**config.mk**
```make
export PLATFORM = sky130hd
export DESIGN_NAME = rtc_core
export DESIGN_NICKNAME = d
export VERILOG_FILES = /design/src/rtl/rtc_core_pkg.sv /design/src/rtl/rtc_ctl.sv /design/src/rtl/rtc_count.sv /design/src/rtl/rtc_per_alarm.sv /design/src/rtl/rtc_core.sv
export SDC_FILE = /design/constraint.sdc
export NUM_CORES = 1
export LEC_CHECK = 0
export BUFFER_PORTS_ARGS = -buffer_cell sky130_fd_sc_hd__clkbuf_2
export CAP_MARGIN = 25
export CORE_AREA = 2 2 132 134
export DETAILED_ROUTE_END_ITERATION = 16
export DIE_AREA = 0 0 134 136
export GPL_TIMING_DRIVEN = 1
export SLEW_MARGIN = 25
export SYNTH_ARGS = -nofsm -noshare
export SYNTH_HDL_FRONTEND = slang
export SYNTH_SLANG_ARGS = --single-unit
```
**constraint.sdc**
```tcl
create_clock -name clk -period 2.5 [get_ports clk]
set_input_delay 0 -clock clk [delete_from_list [all_inputs] [get_ports clk]]
set_output_delay 0 -clock clk [all_outputs]
set_load 0.05 [all_outputs]
```
**src/rtl/rtc_core_pkg.sv**
```systemverilog
// Package: register offsets and control-word bit positions shared by the
// RTC core and its bench. Assumes byte addressing with 32-bit registers.
package rtc_core_pkg;
    localparam int OFS_SECONDS = 'h00;
    localparam int OFS_FRACT   = 'h04;
    localparam int OFS_TODALM  = 'h08;
    localparam int OFS_PERLOAD = 'h0C;
    localparam int OFS_CONTROL = 'h10;

    localparam int CB_RUN    = 0;
    localparam int CB_TODIE  = 1;
    localparam int CB_PERIE  = 2;
    localparam int CB_BUSY   = 3;
    localparam int CB_RDY    = 4;
    localparam int CB_RDYIE  = 5;
    localparam int CB_TODF   = 6;
    localparam int CB_PERF   = 7;
    localparam int CB_UNLOCK = 15;
endpackage

```
**src/rtl/rtc_ctl.sv**
```systemverilog
// Module: control/status word of the RTC. It holds the unlock bit, the
// busy window that delays the run and alarm enables, the ready flag, both
// alarm flags and the interrupt combine. Assumes tick is a one-cycle pulse
// and that BUSY_CYC >= 1.
module rtc_ctl
    import rtc_core_pkg::*;
#(
    parameter int DATA_W   = 32,
    parameter int BUSY_CYC = 4
) (
    input  logic              clk,
    input  logic              rst_n,
    input  logic              tick,
    input  logic              ctl_wr,
    input  logic [DATA_W-1:0] wdata,
    input  logic              tod_hit,
    input  logic              per_hit,
    output logic              run,
    output logic              tod_ie,
    output logic              per_ie,
    output logic              step,
    output logic [DATA_W-1:0] ctl_rd,
    output logic              irq
);
    localparam int BW = $clog2(BUSY_CYC + 1);

    logic [BW-1:0] busy_cnt;
    logic          busy;
    logic          pend_run, pend_tod, pend_per;
    logic          unlock, rdy_ie, rdy, tod_f, per_f;

    assign busy = (busy_cnt != '0);

    // Busy window: capture pending enables and apply them when it closes.
    always_ff @(posedge clk) begin
        if (!rst_n) begin
            busy_cnt <= '0;
            pend_run <= 1'b0;
            pend_tod <= 1'b0;
            pend_per <= 1'b0;
            run      <= 1'b0;
            tod_ie   <= 1'b0;
            per_ie   <= 1'b0;
        end else if (ctl_wr && !busy) begin
            busy_cnt <= BW'(BUSY_CYC);
            pend_tod <= wdata[CB_TODIE];
            pend_per <= wdata[CB_PERIE];
            if (unlock) pend_run <= wdata[CB_RUN];
        end else if (busy) begin
            busy_cnt <= busy_cnt - 1'b1;
            if (busy_cnt == BW'(1)) begin
                run    <= pend_run;
                tod_ie <= pend_tod;
                per_ie <= pend_per;
            end
        end
    end

    // Unlock and ready-enable bits: written directly on any control write.
    always_ff @(posedge clk) begin
        if (!rst_n) begin
            unlock <= 1'b0;
            rdy_ie <= 1'b0;
        end else if (ctl_wr) begin
            unlock <= wdata[CB_UNLOCK];
            rdy_ie <= wdata[CB_RDYIE];
        end
    end

    // Count strobe: one cycle after a tick taken while running.
    always_ff @(posedge clk) begin
        if (!rst_n) step <= 1'b0;
        else        step <= tick && run;
    end

    // Ready flag: cleared on the tick, set on the update, cleared by writing 0.
    always_ff @(posedge clk) begin
        if (!rst_n)                        rdy <= 1'b0;
        else if (step)                     rdy <= 1'b1;
        else if (tick && run)              rdy <= 1'b0;
        else if (ctl_wr && !wdata[CB_RDY]) rdy <= 1'b0;
    end

    // Alarm flags: hardware set wins, writing 0 clears.
    always_ff @(posedge clk) begin
        if (!rst_n) begin
            tod_f <= 1'b0;
            per_f <= 1'b0;
        end else begin
            if (tod_hit)                        tod_f <= 1'b1;
            else if (ctl_wr && !wdata[CB_TODF]) tod_f <= 1'b0;
            if (per_hit)                        per_f <= 1'b1;
            else if (ctl_wr && !wdata[CB_PERF]) per_f <= 1'b0;
        end
    end

    // Read view of the control word.
    always_comb begin
        ctl_rd            = '0;
        ctl_rd[CB_RUN]    = run;
        ctl_rd[CB_TODIE]  = tod_ie;
        ctl_rd[CB_PERIE]  = per_ie;
        ctl_rd[CB_BUSY]   = busy;
        ctl_rd[CB_RDY]    = rdy;
        ctl_rd[CB_RDYIE]  = rdy_ie;
        ctl_rd[CB_TODF]   = tod_f;
        ctl_rd[CB_PERF]   = per_f;
        ctl_rd[CB_UNLOCK] = unlock;
    end

    assign irq = (tod_f && tod_ie) || (per_f && per_ie) || (rdy && rdy_ie);

    assert_run_after_busy_R6: assert property (@(posedge clk) disable iff (!rst_n)
        !$stable(run) |-> ($past(busy_cnt) == BW'(1)));
    assert_run_locked_R5: assert property (@(posedge clk) disable iff (!rst_n)
        (ctl_wr && !unlock) |=> (pend_run == $past(pend_run)));
    assert_rdy_set_R7: assert property (@(posedge clk) disable iff (!rst_n)
        step |=> rdy);
    assert_flag_sticky_R11: assert property (@(posedge clk) disable iff (!rst_n)
        (!tod_hit && !ctl_wr) |=> $stable(tod_f));
endmodule

```
**src/rtl/rtc_count.sv**
```systemverilog
// Module: fraction-of-second and seconds counters. Advance on the count
// strobe; a bus write to either counter takes priority over counting.
// Assumes the strobe is a one-cycle pulse.
module rtc_count #(
    parameter int DATA_W = 32,
    parameter int SUB_W  = 8,
    parameter int SEC_W  = 32
) (
    input  logic              clk,
    input  logic              rst_n,
    input  logic              step,
    input  logic              wr_sub,
    input  logic              wr_sec,
    input  logic [DATA_W-1:0] wdata,
    output logic [SUB_W-1:0]  sub,
    output logic [SEC_W-1:0]  sec,
    output logic              sec_step
);
    localparam logic [SUB_W-1:0] SUB_MAX = '1;

    logic wrap;
    assign wrap = step && (sub == SUB_MAX);

    // Fraction counter: load on write, else advance on the strobe.
    always_ff @(posedge clk) begin
        if (!rst_n)      sub <= '0;
        else if (wr_sub) sub <= wdata[SUB_W-1:0];
        else if (step)   sub <= sub + 1'b1;
    end

    // Seconds counter: load on write, else advance on fraction wrap.
    always_ff @(posedge clk) begin
        if (!rst_n)      sec <= '0;
        else if (wr_sec) sec <= wdata[SEC_W-1:0];
        else if (wrap)   sec <= sec + 1'b1;
    end

    // Marks the cycle in which the seconds value was just advanced by counting.
    always_ff @(posedge clk) begin
        if (!rst_n) sec_step <= 1'b0;
        else        sec_step <= wrap && !wr_sec;
    end

    assert_wrap_R2: assert property (@(posedge clk) disable iff (!rst_n)
        (wrap && !wr_sub && !wr_sec) |=> (sub == '0 && sec == $past(sec) + SEC_W'(1)));
    assert_hold_R3: assert property (@(posedge clk) disable iff (!rst_n)
        (!step && !wr_sub && !wr_sec) |=> ($stable(sub) && $stable(sec)));
endmodule

```
**src/rtl/rtc_per_alarm.sv**
```systemverilog
// Module: periodic alarm down-counter. It holds the reload value while
// inactive. When active it counts down on each strobe and pulses hit when
// it reloads. A reload of 0 behaves as 1.
module rtc_per_alarm #(
    parameter int ALM_W = 32
) (
    input  logic             clk,
    input  logic             rst_n,
    input  logic             active,
    input  logic             step,
    input  logic [ALM_W-1:0] reload,
    output logic             hit
);
    logic [ALM_W-1:0] cnt;
    logic             last;

    assign last = (cnt <= ALM_W'(1));
    assign hit  = active && step && last;

    // Down-counter with reload at the end of each period.
    always_ff @(posedge clk) begin
        if (!rst_n)       cnt <= '0;
        else if (!active) cnt <= reload;
        else if (step)    cnt <= last ? reload : cnt - 1'b1;
    end

    assert_idle_load_R9: assert property (@(posedge clk) disable iff (!rst_n)
        !active |=> (cnt == $past(reload)));
    assert_count_down_R9: assert property (@(posedge clk) disable iff (!rst_n)
        (active && step && !last) |=> (cnt == $past(cnt) - ALM_W'(1)));
endmodule

```
**src/rtl/rtc_core.sv**
```systemverilog
// Module: top of the RTC core. It decodes the register bus, keeps the
// time-of-day and reload registers, compares the time of day and ties the
// counter, periodic alarm and control word together. Assumes one bus
// access per cycle; reads are combinational.
module rtc_core
    import rtc_core_pkg::*;
#(
    parameter int DATA_W   = 32,
    parameter int ADDR_W   = 5,
    parameter int SUB_W    = 8,
    parameter int SEC_W    = 32,
    parameter int TOD_W    = 20,
    parameter int ALM_W    = 32,
    parameter int BUSY_CYC = 4
) (
    input  logic              clk,
    input  logic              rst_n,
    input  logic              tick,
    input  logic              bus_sel,
    input  logic              bus_wr,
    input  logic [ADDR_W-1:0] bus_addr,
    input  logic [DATA_W-1:0] bus_wdata,
    output logic [DATA_W-1:0] bus_rdata,
    output logic              irq
);
    logic              wr_any, wr_sec, wr_sub, wr_tod, wr_load, wr_ctl;
    logic [SUB_W-1:0]  sub;
    logic [SEC_W-1:0]  sec;
    logic              sec_step, step, run, tod_ie, per_ie;
    logic              tod_hit, per_hit;
    logic [TOD_W-1:0]  tod_val;
    logic [ALM_W-1:0]  load_val;
    logic [DATA_W-1:0] ctl_rd;

    assign wr_any  = bus_sel && bus_wr;
    assign wr_sec  = wr_any && (bus_addr == ADDR_W'(OFS_SECONDS));
    assign wr_sub  = wr_any && (bus_addr == ADDR_W'(OFS_FRACT));
    assign wr_tod  = wr_any && (bus_addr == ADDR_W'(OFS_TODALM));
    assign wr_load = wr_any && (bus_addr == ADDR_W'(OFS_PERLOAD));
    assign wr_ctl  = wr_any && (bus_addr == ADDR_W'(OFS_CONTROL));

    // Alarm value registers written from the bus.
    always_ff @(posedge clk) begin
        if (!rst_n) begin
            tod_val  <= '0;
            load_val <= '0;
        end else begin
            if (wr_tod)  tod_val  <= bus_wdata[TOD_W-1:0];
            if (wr_load) load_val <= bus_wdata[ALM_W-1:0];
        end
    end

    assign tod_hit = sec_step && (sec[TOD_W-1:0] == tod_val);

    rtc_count #(.DATA_W(DATA_W), .SUB_W(SUB_W), .SEC_W(SEC_W)) u_count (
        .clk(clk), .rst_n(rst_n), .step(step), .wr_sub(wr_sub), .wr_sec(wr_sec),
        .wdata(bus_wdata), .sub(sub), .sec(sec), .sec_step(sec_step)
    );

    rtc_per_alarm #(.ALM_W(ALM_W)) u_per (
        .clk(clk), .rst_n(rst_n), .active(per_ie), .step(step),
        .reload(load_val), .hit(per_hit)
    );

    rtc_ctl #(.DATA_W(DATA_W), .BUSY_CYC(BUSY_CYC)) u_ctl (
        .clk(clk), .rst_n(rst_n), .tick(tick), .ctl_wr(wr_ctl), .wdata(bus_wdata),
        .tod_hit(tod_hit), .per_hit(per_hit), .run(run), .tod_ie(tod_ie),
        .per_ie(per_ie), .step(step), .ctl_rd(ctl_rd), .irq(irq)
    );

    // Read multiplexer keyed by byte offset.
    always_comb begin
        bus_rdata = '0;
        if (bus_addr == ADDR_W'(OFS_SECONDS))      bus_rdata = DATA_W'(sec);
        else if (bus_addr == ADDR_W'(OFS_FRACT))   bus_rdata = DATA_W'(sub);
        else if (bus_addr == ADDR_W'(OFS_TODALM))  bus_rdata = DATA_W'(tod_val);
        else if (bus_addr == ADDR_W'(OFS_PERLOAD)) bus_rdata = DATA_W'(load_val);
        else if (bus_addr == ADDR_W'(OFS_CONTROL)) bus_rdata = ctl_rd;
    end

    assert_tod_flag_R8: assert property (@(posedge clk) disable iff (!rst_n)
        tod_hit |=> ctl_rd[CB_TODF]);
    assert_irq_source_R10: assert property (@(posedge clk) disable iff (!rst_n)
        irq |-> (ctl_rd[CB_TODF] || ctl_rd[CB_PERF] || ctl_rd[CB_RDY]));
    assert_run_gates_step_R3: assert property (@(posedge clk) disable iff (!rst_n)
        (tick && !run) |=> !step);
endmodule

```
* Word level (Yosys, flattened, before mapping)
Cells that the tools add are included.
** Word-level totals
- Flip-flop bits (word level) :: 140
- Latch bits :: 0
- RAM bits :: 0
- Bits in read-only memories :: 0
- Input bits :: 42
- Word-level logic and storage cells :: 93
- Memories :: 0
** Operators by class
- $add $sub $neg :: 4
- Multipliers :: 0
- Divide/modulo/power cells :: 0
- $lt $le $gt $ge :: 1
- Equality and inequality tests :: 8
- Shift-type cells :: 0
- Mux-type cells :: 21
- Bitwise gates (word level) :: 2
- Reductions and logical operators :: 37
** Operators by type and width (count)
- $mux 32 :: 9
- $add 32x1->32 const B :: 1
- $le 32x1->1 const B :: 1
- $sub 32x1->32 const B :: 1
- $eq 20x20->1 :: 1
- $logic_and 1x1->1 :: 19
- $mux 16 :: 1
- $mux 8 :: 2
- $eq 5x4->1 const B :: 2
- $reduce_bool 2->1 :: 5
- $add 8x1->8 const B :: 1
- $eq 8x8->1 const B :: 1
- $mux 1 :: 7
- $mux 3 :: 2
- $reduce_bool 3->1 :: 2
- $eq 5x3->1 const B :: 1
- $eq 5x5->1 const B :: 1
- $logic_not 1->1 :: 5
- $logic_not 5->1 :: 1
- $eq 3x1->1 const B :: 1
- $reduce_and 3->1 :: 1
- $sub 3x1->3 const B :: 1
- $logic_or 1x1->1 :: 2
- $ne 2x2->1 const B :: 1
- 3 further kinds :: 4

* Depth between registers and ports, before layout
- Depth after elaboration :: 6
- Depth in mapped cells :: 9

* By module
A second synthesis with hierarchy kept.
** Second synthesis, totals
- Cells, all modules :: 1057
- Area total of the unflattened synthesis :: 8524.4 µm²
** By module, submodules not included
- rtc_core :: times used 1, cells each 406, area an instance 3164.3 µm², sequential area each 1041.0 µm²
- rtc_count :: times used 1, cells each 274, area an instance 2304.7 µm², sequential area each 820.8 µm²
- rtc_per_alarm :: times used 1, cells each 275, area an instance 2158.3 µm², sequential area each 640.6 µm²
- rtc_ctl :: times used 1, cells each 102, area an instance 897.1 µm², sequential area each 300.3 µm²

* Worst setup path after synthesis
OpenSTA, ideal clock, no wires.
- Path kind :: register -> output
- From :: register u_ctl.busy_cnt[0]
- To :: output bus_rdata[3]
- Arrival :: 2.261 ns
- Required time :: 2.500 ns
- Setup slack :: 0.239 ns
- Cell stages (with the launch flop) :: 9
- Buffers on the path :: 1
- Cells stage by stage :: dfxtp_1 -> inv_1 -> ha_1 -> nor2b_1 -> clkbuf_1 -> inv_1 -> a221o_1 -> a21oi_1 -> o21ai_0
** Between the ends
- Longest elaborated chain between the ends :: 6
** Ends and longest elaborated chain
- start, declared :: line rtc_ctl.sv:27 : logic [BW-1:0] busy_cnt;
- start signal, assigned :: line rtc_ctl.sv:45 : busy_cnt <= BW'(BUSY_CYC);
- start signal, assigned :: line rtc_ctl.sv:50 : busy_cnt <= busy_cnt - 1'b1;
- $reduce_bool 3->1 :: line rtc_ctl.sv:32 : assign busy = (busy_cnt != '0);
- $mux 16 :: line rtc_core.sv:78 : else if (bus_addr == ADDR_W'(OFS_CONTROL)) bus_rdata = ctl_rd;
- $mux 32 :: line rtc_core.sv:77 : else if (bus_addr == ADDR_W'(OFS_PERLOAD)) bus_rdata = DATA_W'(load_val);
- $mux 32 :: line rtc_core.sv:76 : else if (bus_addr == ADDR_W'(OFS_TODALM)) bus_rdata = DATA_W'(tod_val);
- $mux 32 :: line rtc_core.sv:75 : else if (bus_addr == ADDR_W'(OFS_FRACT)) bus_rdata = DATA_W'(sub);
- $mux 32 :: line rtc_core.sv:74 : if (bus_addr == ADDR_W'(OFS_SECONDS)) bus_rdata = DATA_W'(sec);
- end, declared :: line rtc_core.sv:23 : output logic [DATA_W-1:0] bus_rdata,
No other way between the ends.

* Worst setup path after layout
- From :: register u_per.cnt[1]
- To :: register u_per.cnt[14]
** Between the ends
- Longest elaborated chain between the ends :: 4
- Elaborated cells on any way between the ends :: 5
- Those cells by class :: 1 x add/sub; 1 x order compare; 3 x mux
** Ends and longest elaborated chain
- start, declared :: line rtc_per_alarm.sv:14 : logic [ALM_W-1:0] cnt;
- start signal, assigned :: line rtc_per_alarm.sv:23 : else if (!active) cnt <= reload;
- start signal, assigned :: line rtc_per_alarm.sv:24 : else if (step) cnt <= last ? reload : cnt - 1'b1;
- $sub 32x1->32 or $le 32x1->1 (tied branches) :: line rtc_per_alarm.sv:24, rtc_per_alarm.sv:17
- $mux 32 * (2 in a row) :: line rtc_per_alarm.sv:24
- $mux 32 * :: line rtc_per_alarm.sv:23
Mark *: on every way between the ends. The rest lies on a longest branch, timed or not. The select of a mux whose other input is x is not followed.
A chain may end at the register's enable or synchronous reset.

==> results.md <==
Status:
- The flow ran to the end, and the final reports show no timing, DRC or antenna violations.

Clock tree:
- The insertion delay to the later sink of the worst-skew pair is 0.43 ns.
- The H-tree depth reported by CTS is 4.
- After clock tree synthesis, the setup repair step added 0 buffers.
- CTS placed an instance of clkbuf_16 at the clock tree root.
- Clock-pin slew was measured on the worst setup and hold paths at 0.06 ns.
- The number of buffers added by the clock tree synthesis step is 17.
- TritonCTS built the clock tree.
- In this run the deepest clock path goes through 2 buffers.
- The TritonCTS sink count is 140.

Worst setup path:
- For the worst flop-to-flop path, the logic depth is 7.
- The required time of the critical path is 2.79 ns.
- For the worst setup path, the data arrival time is 2.62 ns.
- The endpoint of the worst register-to-register path is u_per.cnt[14]$_SDFFE_PN0P_.
- In this run the critical register-to-register path is launched from u_per.cnt[1]$_SDFFE_PN0P_.
- The type of the worst setup path is flip-flop to flip-flop.
- STA classifies the critical path endpoint as a flip-flop.
- STA classifies the critical path startpoint as a flip-flop.
- The launch point of the worst path is u_per.cnt[1]$_SDFFE_PN0P_.
- The critical-path maximum fanout is 8.
- Across all register-to-register paths, the minimum setup slack is 0.17 ns.

Layout:
- The layout cell share with drive strength beyond 1 is 15.2%.
- In the final design database the tool counted 1,078 nets.
- The design area is 9040 sq um.
- 0 antenna diodes ended up in the layout.
- The post-route core utilization is 53.6%.
- Relative to the synthesized area, the layout overhead comes to 20.9%.

Timing:
- The post-layout minimum cycle time is 2.33 ns.
- Across the routed clock network, the largest skew measured is 0.0118 ns.
- The final count of pins violating max slew is 0.
- Derived from the worst setup path, the maximum achievable clock frequency is 430 MHz.
- The final sum of negative setup slack is 0 ns.
- The final hold slack is 0.0913 ns.
- The worst max-slew margin expressed relative to the limit is 58.1%.
- At the pin with the least slew margin, the transition time is 0.627 ns.
- Setup repair after global routing left no endpoint under its margin.
- In the finished design, the share of the clock period the worst path needs comes to 93.1%.
- Setup violations remaining at the end of the flow were counted as 0.
- The number of failing hold endpoints at the final stage is 0.

Power:
- The combinational power share is 8.3%.
- The cell leakage power is 3.43 nW.
- The proportion of power drawn by the clock network is 47.7%.
- The analysis attributes to net switching a power of 1.30 mW.
- The power density over the cells is 575 nW/um^2.
- The worst voltage drop across the vdd grid is 0.473 mV.
- Per report_power, the sequential group accounts for 44.0% of the total.
- The switching fraction of total power is 25.0%.
- The design internal power is 3.90 mW.

Hold path:
- In this run the most critical hold path is launched from rst_n.
- Counting instances, the worst hold path has a depth of 3.
- The worst hold path terminates at u_count.sec[28]$_SDFFE_PN0P_.
- The worst hold path belongs to the class input port to flip-flop.

Yosys:
- The average cell area after synthesis is 7.95 sq um.
- The most used flip-flop cell after synthesis is dfxtp_1.
- The net count of the mapped netlist is 990.
- The total of warnings raised by yosys is 0.
- The flip-flop and latch count after synthesis is 140.
- Sequential cells were found to cover 37.5% of the synthesized design area.
- In this run the cell area of the synthesized design comes to 7480 sq um.
- The proportion of register bits with asynchronous set or reset after synthesis is 0%.
- The unique cell type count in the Yosys netlist is 62.
- The post-synthesis cell count is 941.
- The synthesized design contains 0 enable-type register cells.

Floorplanning:
- The number of ports placed on the die boundary is 75.
- For this configuration, the core starts out at a cell density of 44.3%.
- From bottom edge to top edge, the die measures 136 microns.
- The full die area is 18,200 sq um.
- The number of core rows is 48.
- The placeable core area is 16,900 sq um.
- The die is 134 microns wide.

GRT:
- The combined global-route utilization of all metal layers is 25.8%.
- The initial antenna violation count was 0.
- The first global-routing pass estimated 36,600 microns of wire.
- Entering global routing, the biggest net connects 65 pins.
- Summed over all layers, the global routing overflow is 0.
- The via count of the first global-routing pass is 6,655.

Detailed routing:
- The routed wire length per instance is 18.5 microns.
- The length of routed met2 wiring is 10,400 microns.
- After detailed routing, the wire length on met1 is 11,000 microns.
- The detailed router's first-iteration violation count is 699.
- The post-detailed-route count of antenna-violating nets is 0.
- The highest layer touched by signal routing is met4.
- After detailed routing, the met3 layer carries 1610 microns of wire.
- The first detailed-routing pass ran for 7 iterations.
- The total wire length after detailed routing is 23,500 microns.
- The DRC violation count after routing is 0.
- The via count normalized by instance count is 5.82.
- The via count is 7,370.

Placement:
- In this run the cell area measured after placement is 8140 sq um.
- The detailed-placement wirelength estimate is 16,200 microns.
- The congestion estimate from routability-driven global placement came to 0.905.
- The number of input and output port buffers inserted is 74.

Job:
- The max-capacitance violation count is 0.
==> state kept, by name (all words and copies together), names as in the netlist <==
signal	flops
load_val	32
tod_val	20
u_count.sec	32
u_count.sec_step	1
u_count.sub	8
u_ctl.busy_cnt	3
u_ctl.pend_per	1
u_ctl.pend_run	1
u_ctl.pend_tod	1
u_ctl.per_f	1
u_ctl.per_ie	1
u_ctl.rdy	1
u_ctl.rdy_ie	1
u_ctl.run	1
u_ctl.step	1
u_ctl.tod_f	1
u_ctl.tod_ie	1
u_ctl.unlock	1
u_per.cnt	32
==> synthesized netlist by cell type (5+ instances only) <==
cell type | number | share of area, %
dfxtp_1 | 140 | 37
nand2_1 | 127 | 6.4
a21oi_1 | 102 | 6.8
nor2_1 | 75 | 3.8
clkbuf_1 | 56 | 2.8
o21ai_0 | 53 | 3.5
xor2_1 | 33 | 3.9
mux2i_1 | 32 | 4.3
nand3_1 | 32 | 2.1
xnor2_1 | 31 | 3.6
nand4_1 | 29 | 2.4
nor3_1 | 23 | 1.5
inv_1 | 22 | 1.1
a211oi_1 | 17 | 1.7
a222oi_1 | 13 | 1.7
a22o_1 | 12 | 1.4
nor4_1 | 10 | 0.84
a31oi_1 | 9 | 0.75
and3_1 | 9 | 0.75
buf_2 | 9 | 0.60
a221o_1 | 8 | 1.1
and2_1 | 7 | 0.59
ha_1 | 7 | 1.2
a22oi_1 | 6 | 0.60
and4_1 | 6 | 0.70
nor2b_1 | 5 | 0.42
or3_1 | 5 | 0.42
==> cell usage in the layout, fill, tap and decap left out, types with 8 or more instances in the layout <==
master,netlist,layout
dlygate4sd3_1,0,33
nor2_1,75,75
inv_1,22,22
nand3_1,32,31
xnor2_1,31,31
a211oi_1,17,17
dfxtp_1,140,140
nor3_1,23,23
clkbuf_2,0,74
o21ai_0,53,53
a222oi_1,13,13
nand2_1,127,127
nor4_1,10,10
a21oi_1,102,102
xor2_1,33,33
and3_1,9,9
a31oi_1,9,9
buf_4,0,31
nand4_1,29,29
mux2i_1,32,32
a22o_1,12,12
clkbuf_16,0,17
a221o_1,8,8
==> worst max-delay path: stages, from the launching register on <==
cell and delay (ns):
dfxtp_1 0.34, inv_1 0.11, ha_1 0.24, nor3b_1 0.37, nand4_1 0.28, buf_4 0.27
o311ai_0 0.42, a31oi_1 0.17
==> worst max path at each step <==
stage	to	slack (ns)
CTS	bus_rdata[3]	0.20
detailed placement	u_per.cnt[7]$_SDFFE_PN0P_	0.26
global route	u_per.cnt[7]$_SDFFE_PN0P_	0.006
floorplan	bus_rdata[3]	0.24
global placement	u_per.cnt[7]$_SDFFE_PN0P_	0.24
finish	u_per.cnt[14]$_SDFFE_PN0P_	0.17
==> metrics by stage <==
stage | std cells | power (mW) | setup slack (ns)
5_1_grt | 1267 | 5.38 | 0.00592
2_1_floorplan | 941 | 2.57 | 0.239
4_1_cts | 1267 | 5.24 | 0.201
3_5_place_dp | 1202 | 2.72 | 0.259
3_3_place_gp | 1202 | 2.72 | 0.235
6_report | 1267 | 5.20 | 0.173
==> logic make-up (layout without fill, tap and decap cells) <==
kind of cell	count (synthesis)	in the layout	synth area share [%]
compound gates	249	249	20.9
fa+ha+maj	7	7	1.17
xor+xnor	64	64	7.49
mux	33	33	4.43
simple gates	353	353	23.4
flops	140	140	37.5
buf+inv	95	196	5.17
==> power groups by stage <==
stage / Sequential, mW / Clock, mW / Combinational, mW
final: 2.29 / 2.48 / 0.430
after global routing: 2.29 / 2.61 / 0.482
after CTS: 2.29 / 2.52 / 0.429
after detailed placement: 2.34 / 0 / 0.387
after global placement: 2.34 / 0 / 0.383
after floorplan: 2.33 / 0 / 0.242
==> layer usage <==
layer	vias to the layer above	GRT usage, %
li1	3582	-
met1	3480	37.0
met2	274	39.1
met3	34	4.62
met4	0	8.27
met5	-	0
==> timing repair <==
item	in CTS	in global routing
hold buffers	33	0
endpoints found under the hold margin	97	0
gates resized for setup	0	0
==> layout make-up <==
type	instances	area (sq um)
clock inverter	15	149
sequential	140	2800
multi-input combinational	706	4300
clock buffer	17	425
fill	1580	7840
inverter	23	87.6
tap	225	282
timing repair buffer	141	993
No activity file was read; power rests on OpenSTA's default activity.
